**src/rtl/vmr_pkg.sv**
```systemverilog
package vmr_pkg;

  // Slot order of the return frame; the order is behaviour.
  localparam int NSLOTS = 9;

  typedef enum logic [1:0] {SK_WIDE, SK_SEL, SK_DROP} slot_kind_e;
  typedef enum logic [1:0] {FLT_NONE = 2'd0, FLT_STACK = 2'd1, FLT_GP = 2'd2} fault_e;
  typedef enum logic [2:0] {ST_IDLE, ST_CHK, ST_FLG, ST_POP, ST_FIN} seq_state_e;

  // Slot 0 EIP, 1 CS, 2 flags (dropped), 3 ESP, 4 SS, 5 ES, 6 DS, 7 FS, 8 GS
  function automatic slot_kind_e slot_kind(input int i);
    case (i)
      0, 3:    return SK_WIDE;
      2:       return SK_DROP;
      default: return SK_SEL;
    endcase
  endfunction

  function automatic int count_kind(input slot_kind_e k);
    int n = 0;
    for (int j = 0; j < NSLOTS; j++) if (slot_kind(j) == k) n++;
    return n;
  endfunction

  // Rank of slot i among earlier slots of the same kind
  function automatic int kind_rank(input int i);
    int n = 0;
    for (int j = 0; j < i; j++) if (slot_kind(j) == slot_kind(i)) n++;
    return n;
  endfunction

  localparam int NWIDE = count_kind(SK_WIDE);
  localparam int NSEL  = count_kind(SK_SEL);

  localparam int W_EIP = 0;
  localparam int W_ESP = 1;
  localparam int S_CS  = 0;
  localparam int S_SS  = 1;
  localparam int S_ES  = 2;
  localparam int S_DS  = 3;
  localparam int S_FS  = 4;
  localparam int S_GS  = 5;

endpackage

```
**src/rtl/vmr_limits.sv**
```systemverilog
module vmr_limits #(
  parameter int AW          = 32,
  parameter int FRAME_BYTES = 36
) (
  input  logic [AW-1:0] esp,
  input  logic [AW-1:0] ss_lim,
  input  logic [AW-1:0] eip,
  input  logic [AW-1:0] cs_lim,
  output logic          stack_ok,
  output logic          eip_ok
);

  // Last byte of the frame, computed one bit wider so a wrap shows as a miss.
  function automatic logic frame_fits(input logic [AW-1:0] base, input logic [AW-1:0] lim);
    logic [AW:0] last;
    last = {1'b0, base} + (AW+1)'(FRAME_BYTES - 1);
    return last <= {1'b0, lim};
  endfunction

  function automatic logic ip_inside(input logic [AW-1:0] ip, input logic [AW-1:0] lim);
    return ip <= lim;
  endfunction

  assign stack_ok = frame_fits(esp, ss_lim);
  assign eip_ok   = ip_inside(eip, cs_lim);

endmodule

```
**src/rtl/vmr_shadow.sv**
```systemverilog
module vmr_shadow
  import vmr_pkg::*;
#(
  parameter int DW    = 32,
  parameter int SEL_W = 16,
  parameter int IDX_W = 4
) (
  input  logic                        clk,
  input  logic                        rst_n,
  input  logic                        wr_en,
  input  logic [IDX_W-1:0]            wr_idx,
  input  logic [DW-1:0]               wr_data,
  output logic [NWIDE-1:0][DW-1:0]    wide_q,
  output logic [NSEL-1:0][SEL_W-1:0]  sel_q
);

  for (genvar g = 0; g < NSLOTS; g++) begin : g_slot
    if (slot_kind(g) == SK_WIDE) begin : g_wide
      logic [DW-1:0] r;
      always_ff @(posedge clk) begin
        if (!rst_n)                                   r <= '0;
        else if (wr_en && wr_idx == IDX_W'(g))        r <= wr_data;
      end
      assign wide_q[kind_rank(g)] = r;
    end else if (slot_kind(g) == SK_SEL) begin : g_sel
      logic [SEL_W-1:0] r;
      always_ff @(posedge clk) begin
        if (!rst_n)                                   r <= '0;
        else if (wr_en && wr_idx == IDX_W'(g))        r <= wr_data[SEL_W-1:0];
      end
      assign sel_q[kind_rank(g)] = r;
    end
  end

endmodule

```
**src/rtl/vmr_seq.sv**
```systemverilog
module vmr_seq
  import vmr_pkg::*;
#(
  parameter int AW         = 32,
  parameter int SLOT_BYTES = 4,
  parameter int EFL_OFS    = 8,
  parameter int VM_BIT     = 17,
  parameter int IDX_W      = 4
) (
  input  logic             clk,
  input  logic             rst_n,
  input  logic             start,
  input  logic [AW-1:0]    esp_i,
  input  logic [1:0]       cpl_i,
  input  logic             stack_ok,
  input  logic             eip_ok,
  input  logic             mem_ack,
  input  logic [AW-1:0]    mem_rdata,
  output logic             mem_req,
  output logic [AW-1:0]    mem_addr,
  output logic             shd_we,
  output logic [IDX_W-1:0] shd_idx,
  output logic [AW-1:0]    flags_q,
  output logic [AW-1:0]    esp0_q,
  output logic [AW-1:0]    wsp_q,
  output logic             in_fin,
  output logic             fire_commit,
  output logic             fire_stack_flt,
  output logic             fire_gp_flt,
  output logic             fire_skip,
  output logic             busy
);

  localparam logic [IDX_W-1:0] LAST_IDX = IDX_W'(NSLOTS - 1);

  seq_state_e state_q;
  logic [IDX_W-1:0] idx_q;

  function automatic logic v86_entry(input logic [AW-1:0] img, input logic [1:0] cpl);
    return img[VM_BIT] && (cpl == 2'd0);
  endfunction

  function automatic logic [AW-1:0] step(input logic [AW-1:0] p);
    return p + AW'(SLOT_BYTES);
  endfunction

  always_comb begin
    mem_req        = 1'b0;
    mem_addr       = wsp_q;
    shd_we         = 1'b0;
    fire_commit    = 1'b0;
    fire_stack_flt = 1'b0;
    fire_gp_flt    = 1'b0;
    fire_skip      = 1'b0;
    case (state_q)
      ST_CHK: fire_stack_flt = !stack_ok;
      ST_FLG: begin
        mem_req   = 1'b1;
        mem_addr  = esp0_q + AW'(EFL_OFS);
        fire_skip = mem_ack && !v86_entry(mem_rdata, cpl_i);
      end
      ST_POP: begin
        mem_req = 1'b1;
        shd_we  = mem_ack;
      end
      ST_FIN: begin
        fire_commit = eip_ok;
        fire_gp_flt = !eip_ok;
      end
      default: ;
    endcase
  end

  assign shd_idx = idx_q;
  assign in_fin  = (state_q == ST_FIN);
  assign busy    = (state_q != ST_IDLE);

  always_ff @(posedge clk) begin
    if (!rst_n) begin
      state_q <= ST_IDLE;
      idx_q   <= '0;
      flags_q <= '0;
      esp0_q  <= '0;
      wsp_q   <= '0;
    end else begin
      unique case (state_q)
        ST_IDLE: if (start) begin
          esp0_q  <= esp_i;
          wsp_q   <= esp_i;
          idx_q   <= '0;
          state_q <= ST_CHK;
        end
        ST_CHK: state_q <= stack_ok ? ST_FLG : ST_IDLE;
        ST_FLG: if (mem_ack) begin
          flags_q <= mem_rdata;
          state_q <= v86_entry(mem_rdata, cpl_i) ? ST_POP : ST_IDLE;
        end
        ST_POP: if (mem_ack) begin
          wsp_q <= step(wsp_q);
          idx_q <= idx_q + 1'b1;
          if (idx_q == LAST_IDX) state_q <= ST_FIN;
        end
        ST_FIN: state_q <= ST_IDLE;
        default: state_q <= ST_IDLE;
      endcase
    end
  end

endmodule

```
**src/rtl/vm86_unwind.sv**
```systemverilog
module vm86_unwind
  import vmr_pkg::*;
#(
  parameter int AW         = 32,
  parameter int SEL_W      = 16,
  parameter int SLOT_BYTES = 4,
  parameter int EFL_OFS    = 8,
  parameter int VM_BIT     = 17,
  parameter int NEW_CPL    = 3
) (
  input  logic                clk,
  input  logic                rst_n,
  input  logic                start,
  input  logic [AW-1:0]       esp_i,
  input  logic [1:0]          cpl_i,
  input  logic [AW-1:0]       ss_limit_i,
  input  logic [AW-1:0]       cs_limit_i,
  output logic                mem_req,
  output logic [AW-1:0]       mem_addr,
  input  logic                mem_ack,
  input  logic [AW-1:0]       mem_rdata,
  output logic                busy,
  output logic                done_commit,
  output logic                done_skip,
  output logic                fault,
  output logic [1:0]          fault_kind,
  output logic [15:0]         fault_err,
  output logic [1:0]          cpl_o,
  output logic [AW-1:0]       eip_o,
  output logic [AW-1:0]       efl_o,
  output logic [AW-1:0]       esp_o,
  output logic [SEL_W-1:0]    cs_o,
  output logic [SEL_W-1:0]    ss_o,
  output logic [SEL_W-1:0]    es_o,
  output logic [SEL_W-1:0]    ds_o,
  output logic [SEL_W-1:0]    fs_o,
  output logic [SEL_W-1:0]    gs_o,
  output logic [SEL_W+3:0]    cs_base,
  output logic [SEL_W+3:0]    ss_base,
  output logic [SEL_W+3:0]    es_base,
  output logic [SEL_W+3:0]    ds_base,
  output logic [SEL_W+3:0]    fs_base,
  output logic [SEL_W+3:0]    gs_base
);

  localparam int FRAME_BYTES = NSLOTS * SLOT_BYTES;
  localparam int IDX_W       = $clog2(NSLOTS);
  localparam int BASE_W      = SEL_W + 4;
  localparam logic [15:0] ERR_NULL = 16'h0000;

  function automatic logic [BASE_W-1:0] seg_base(input logic [SEL_W-1:0] sel);
    return {sel, 4'b0000};
  endfunction

  // Named internal events (also observed by the bound checker)
  logic             stack_ok, eip_ok, in_fin, shd_we;
  logic             fire_commit, fire_stack_flt, fire_gp_flt, fire_skip;
  logic [IDX_W-1:0] shd_idx;
  logic [AW-1:0]    flags_q, esp0_q, wsp_q;
  logic [NWIDE-1:0][AW-1:0]   wide_q;
  logic [NSEL-1:0][SEL_W-1:0] sel_q;

  logic [NSEL-1:0][SEL_W-1:0]  seg_q;
  logic [NSEL-1:0][BASE_W-1:0] base_q;

  vmr_seq #(
    .AW(AW), .SLOT_BYTES(SLOT_BYTES), .EFL_OFS(EFL_OFS), .VM_BIT(VM_BIT), .IDX_W(IDX_W)
  ) seq_i (
    .clk(clk), .rst_n(rst_n), .start(start), .esp_i(esp_i), .cpl_i(cpl_i),
    .stack_ok(stack_ok), .eip_ok(eip_ok), .mem_ack(mem_ack), .mem_rdata(mem_rdata),
    .mem_req(mem_req), .mem_addr(mem_addr), .shd_we(shd_we), .shd_idx(shd_idx),
    .flags_q(flags_q), .esp0_q(esp0_q), .wsp_q(wsp_q), .in_fin(in_fin),
    .fire_commit(fire_commit), .fire_stack_flt(fire_stack_flt),
    .fire_gp_flt(fire_gp_flt), .fire_skip(fire_skip), .busy(busy)
  );

  vmr_shadow #(.DW(AW), .SEL_W(SEL_W), .IDX_W(IDX_W)) shadow_i (
    .clk(clk), .rst_n(rst_n), .wr_en(shd_we), .wr_idx(shd_idx), .wr_data(mem_rdata),
    .wide_q(wide_q), .sel_q(sel_q)
  );

  vmr_limits #(.AW(AW), .FRAME_BYTES(FRAME_BYTES)) limits_i (
    .esp(esp0_q), .ss_lim(ss_limit_i), .eip(wide_q[W_EIP]), .cs_lim(cs_limit_i),
    .stack_ok(stack_ok), .eip_ok(eip_ok)
  );

  // Architectural bank: loaded in a single cycle, only on a clean finish.
  always_ff @(posedge clk) begin
    if (!rst_n) begin
      cpl_o  <= 2'd0;
      eip_o  <= '0;
      efl_o  <= '0;
      esp_o  <= '0;
      seg_q  <= '0;
      base_q <= '0;
    end else if (fire_commit) begin
      cpl_o <= 2'(NEW_CPL);
      eip_o <= wide_q[W_EIP];
      esp_o <= wide_q[W_ESP];
      efl_o <= flags_q;
      for (int s = 0; s < NSEL; s++) begin
        seg_q[s]  <= sel_q[s];
        base_q[s] <= seg_base(sel_q[s]);
      end
    end
  end

  // Outcome pulses
  always_ff @(posedge clk) begin
    if (!rst_n) begin
      done_commit <= 1'b0;
      done_skip   <= 1'b0;
      fault       <= 1'b0;
      fault_kind  <= FLT_NONE;
      fault_err   <= ERR_NULL;
    end else begin
      done_commit <= fire_commit;
      done_skip   <= fire_skip;
      fault       <= fire_stack_flt | fire_gp_flt;
      if (fire_stack_flt)                fault_kind <= FLT_STACK;
      else if (fire_gp_flt)              fault_kind <= FLT_GP;
      else if (fire_commit || fire_skip) fault_kind <= FLT_NONE;
      if (fire_stack_flt || fire_gp_flt) fault_err <= ERR_NULL;
    end
  end

  assign cs_o = seg_q[S_CS];
  assign ss_o = seg_q[S_SS];
  assign es_o = seg_q[S_ES];
  assign ds_o = seg_q[S_DS];
  assign fs_o = seg_q[S_FS];
  assign gs_o = seg_q[S_GS];
  assign cs_base = base_q[S_CS];
  assign ss_base = base_q[S_SS];
  assign es_base = base_q[S_ES];
  assign ds_base = base_q[S_DS];
  assign fs_base = base_q[S_FS];
  assign gs_base = base_q[S_GS];

endmodule

```
**config.mk**
```make
export PLATFORM = sky130hd
export DESIGN_NAME = vm86_unwind
export DESIGN_NICKNAME = d
export VERILOG_FILES = /design/src/rtl/vmr_pkg.sv /design/src/rtl/vmr_limits.sv /design/src/rtl/vmr_shadow.sv /design/src/rtl/vmr_seq.sv /design/src/rtl/vm86_unwind.sv
export SDC_FILE = /design/constraint.sdc
export NUM_CORES = 1
export LEC_CHECK = 0
export BUFFER_PORTS_ARGS = -buffer_cell sky130_fd_sc_hd__buf_2
export CORE_UTILIZATION = 45
export DETAILED_ROUTE_END_ITERATION = 10
export PLACE_DENSITY_LB_ADDON = 0.3
export SYNTH_ARGS = -nofsm -noshare
export SYNTH_HDL_FRONTEND = slang
export SYNTH_SLANG_ARGS = --single-unit
```
**constraint.sdc**
```tcl
create_clock -name clk -period 10.55 [get_ports clk]
set_clock_uncertainty 0.1 [all_clocks]
set_input_delay 1.055 -clock clk [delete_from_list [all_inputs] [get_ports clk]]
set_output_delay 1.055 -clock clk [all_outputs]
set_load 0.005 [all_outputs]
```
==> out/qor.yml <==
cts.reportedPaths.clkPinSlew_ns: 0.06
cts_resized: 0
cts_tree: "built"
seq_area_frac_synth: 0.410
grt_max_degree: 254
worstPathArrival_ns: 3.55
powerDensity_mw_per_mm2: 153
ys_warn_count: 0
ir_worst_vdd_mv: 0.105
crit_path_start_kind: "flip-flop"
row_count: 81
synthCells: 2801
grt_usage: 0.265
crit_required_ns: 9.40
synth_area_per_cell_sq_um: 8.04
holdPathEnd: "fs_base[7]$_SDFFE_PN0P_"
synth-edff-count: 0
initial_utilization: 0.458
cp_max_fo: 7
placed_area_sq_mm: 0.0241
min_from: "shadow_i.g_slot[7].g_sel.r[3]$_SDFFE_PN0P_"
synth_top_area_share: 0.410
synth.most_common_cell: "nand2_1"
dieArea_sq_mm: 0.0510
finalHoldViolCount: 0
grt_pass1_wl_microns: 104000
ys_ff_latch: 461
setup_viol: 0
cts.sinks: 461
post-route-period-util: 0.446
leakagePower_nw: 10.3
status: "complete, no violations"
syn_area_sq_mm: 0.0225
die_h_microns: 226
drive_gt1_frac: 0.187
grt_overflow: 0
tightest_slew_ns: 1.28
syn_to_final_growth_pct: 14.2
fin_area_sq_mm: 0.0257
numCtsBuffers: 50
fin_setup_tns_ns: 0
final_cells: 3722
pin_count: 503
vias_per_cell: 5.29
post_cts_buffers: 0
drv_slew: 0
synth_top_area_cell: "dfxtp_1"
reg2reg_to: "fault_kind[1]$_SDFFE_PP0P_"
rr_worst_depth: 13
wl_microns: 70200
nNetsFinal: 3221
wl_per_cell_microns: 18.9
r2r_setup_slack_ns: 6.34
hold_depth: 2
min_period_ns: 4.70
hold_class: "reg2reg"
ant_nets: 0
post-dp-hpwl_microns: 49100
h-tree-depth: 2
r2r-start: "seq_i.esp0_q[3]$_SDFFE_PN0P_"
synthTopCellsByCount: "882 x nand2_1, 461 x dfxtp_1, 229 x a21boi_0"
fmax_ghz: 0.213
async_reset_ff_frac: 0
synth_cell_types: 65
clk_latency_ns: 0.59
drtIter0Drc: 1669
crit_type: "reg2out"
maxSlewHeadroom: 0.150
place_inst: 3628
gp_congestion: 0.949
rsz0062_at_grt: "false"
ys.flop_type: "dfxtp_1"
via_count: 19700
floorplan.core_area_sq_mm: 0.0492
cp-end-kind: "output pin"
ctsHoldBuffers: 0
clk_path_buf_depth: 3
grt_pass1_vias: 18200
synthTopCellsByArea: "dfxtp_1 41%, nand2_1 15%, mux2i_1 8.6%, a21boi_0 7.6%, buf_4 4.6%"
fillers: 4622
port_buffers: 462
route.detailed.drc: 0
finalPower_mw: 3.93
drv_cap: 0
antenna_found_initial: 8
firstDrtPassIters: 5
cts-root-buf: "clkbuf_16"
die_w_microns: 226
==> layer usage <==
metal | vias up | wire length (microns) | track usage
li1 | 9495 | - | -
met1 | 9319 | 30400 | 0.345
met2 | 737 | 32600 | 0.436
met3 | 134 | 4740 | 0.0466
met4 | 10 | 2490 | 0.103
met5 | - | 61 | 0
==> cell usage in the layout (no fill, tap or decap), types with 5 or more instances in the layout <==
cell / instances
nand2_1: 882
dfxtp_1: 461
buf_2: 461
a21boi_0: 229
mux2i_1: 193
nand3_1: 89
inv_1: 78
o21ai_0: 71
ha_1: 71
a21oi_1: 53
nor2_1: 52
clkbuf_16: 51
conb_1: 40
nand4_1: 35
xnor2_1: 30
xor2_1: 27
nor3_1: 20
and2_1: 18
clkbuf_1: 12
buf_4: 12
nor4_1: 11
and3_1: 11
nand2b_1: 9
and4_1: 8
clkinv_2: 8
nor2b_1: 7
a31oi_1: 7
a21o_1: 7
o31ai_1: 6
clkbuf_8: 6
o211a_1: 5
o22ai_1: 5
clkinvlp_4: 5
==> worst max-delay path by stage <==
stage / slack (ns) / cells past startpoint / from / end
floorplan: 6.94 / 14 / seq_i.esp0_q[3]$_SDFFE_PN0P_ / fault_kind[1]$_SDFFE_PP0P_
global placement: 6.41 / 10 / cs_limit_i[23] / esp_o[10]$_SDFFE_PN0P_
detailed placement: 6.34 / 10 / cs_limit_i[30] / efl_o[18]$_SDFFE_PN0P_
CTS: 5.91 / 8 / seq_i.esp0_q[3]$_SDFFE_PN0P_ / mem_addr[29]
global route: 5.71 / 8 / seq_i.esp0_q[3]$_SDFFE_PN0P_ / mem_addr[29]
finish: 5.85 / 8 / seq_i.esp0_q[3]$_SDFFE_PN0P_ / mem_addr[29]
==> report_power, final <==
group          switching [mW]  internal, mW  leakage [nW]  total, mW
clock                   0.751          1.01         0.798       1.77
combinational           0.224         0.119          5.80      0.343
sequential             0.0516          1.77          3.72       1.82
total                    1.03          2.91          10.3       3.93
==> area by class of cell <==
cell class,count,area [sq um],share of cell area
Clock inverter,23,243,0.00943
Sequential cell,461,9230,0.359
Multi-Input combinational cell,1949,11300,0.438
Tap cell,664,831,0.0323
Antenna cell,2,5.00,0.000195
Inverter,78,293,0.0114
Clock buffer,69,1400,0.0546
Timing Repair Buffer,476,2450,0.0953
==> worst max-delay path, cell delays in order, from the launching register on <==
cell and delay [ns]:
dfxtp_1 0.45, ha_1 0.25, nand3_1 0.21, nor3_1 0.63, and4_1 0.45, nand4_1 0.16
xor2_1 0.18, o21ai_0 0.42, buf_2 0.21
==> sequential cells by signal, summed over array words and instances, names as in the netlist, 2 cells and up <==
signal and count:
seq_i.state_q 3, cs_o 16, shadow_i.g_slot.g_wide.r 64, seq_i.flags_q 32, fs_base 16, esp_o 32
ds_base 16, efl_o 32, shadow_i.g_slot.g_sel.r 96, es_base 16, eip_o 32, seq_i.shd_idx 4
gs_base 16, ss_base 16, seq_i.esp0_q 32, fault_kind 2, seq_i.wsp_q 32
==> metrics by stage <==
| stage | setup slack [ns] | hold slack (ns) | utilization |
|---|---|---|---|
| finish | 5.85 | 0.353 | 0.523 |
| global route | 5.71 | 0.371 | 0.523 |
| CTS | 5.91 | 0.357 | 0.523 |
| detailed placement | 6.34 | 0.347 | 0.490 |
| global placement | 6.41 | 0.341 | 0.490 |
| floorplan | 6.94 | 0.338 | - |
==> cell families (layout without fill, tap and decap cells) <==
kind of cell,count (synthesis),in the layout,synth area share
compound gates,422,422,0.129
xor+xnor,57,57,0.0222
fa+ha+maj,71,71,0.0394
buf+inv,430,646,0.0972
flops,461,461,0.410
mux,193,193,0.0858
other cells,1,42,0.000166
simple gates,1166,1166,0.217
(Power assumes the default switching activity.)
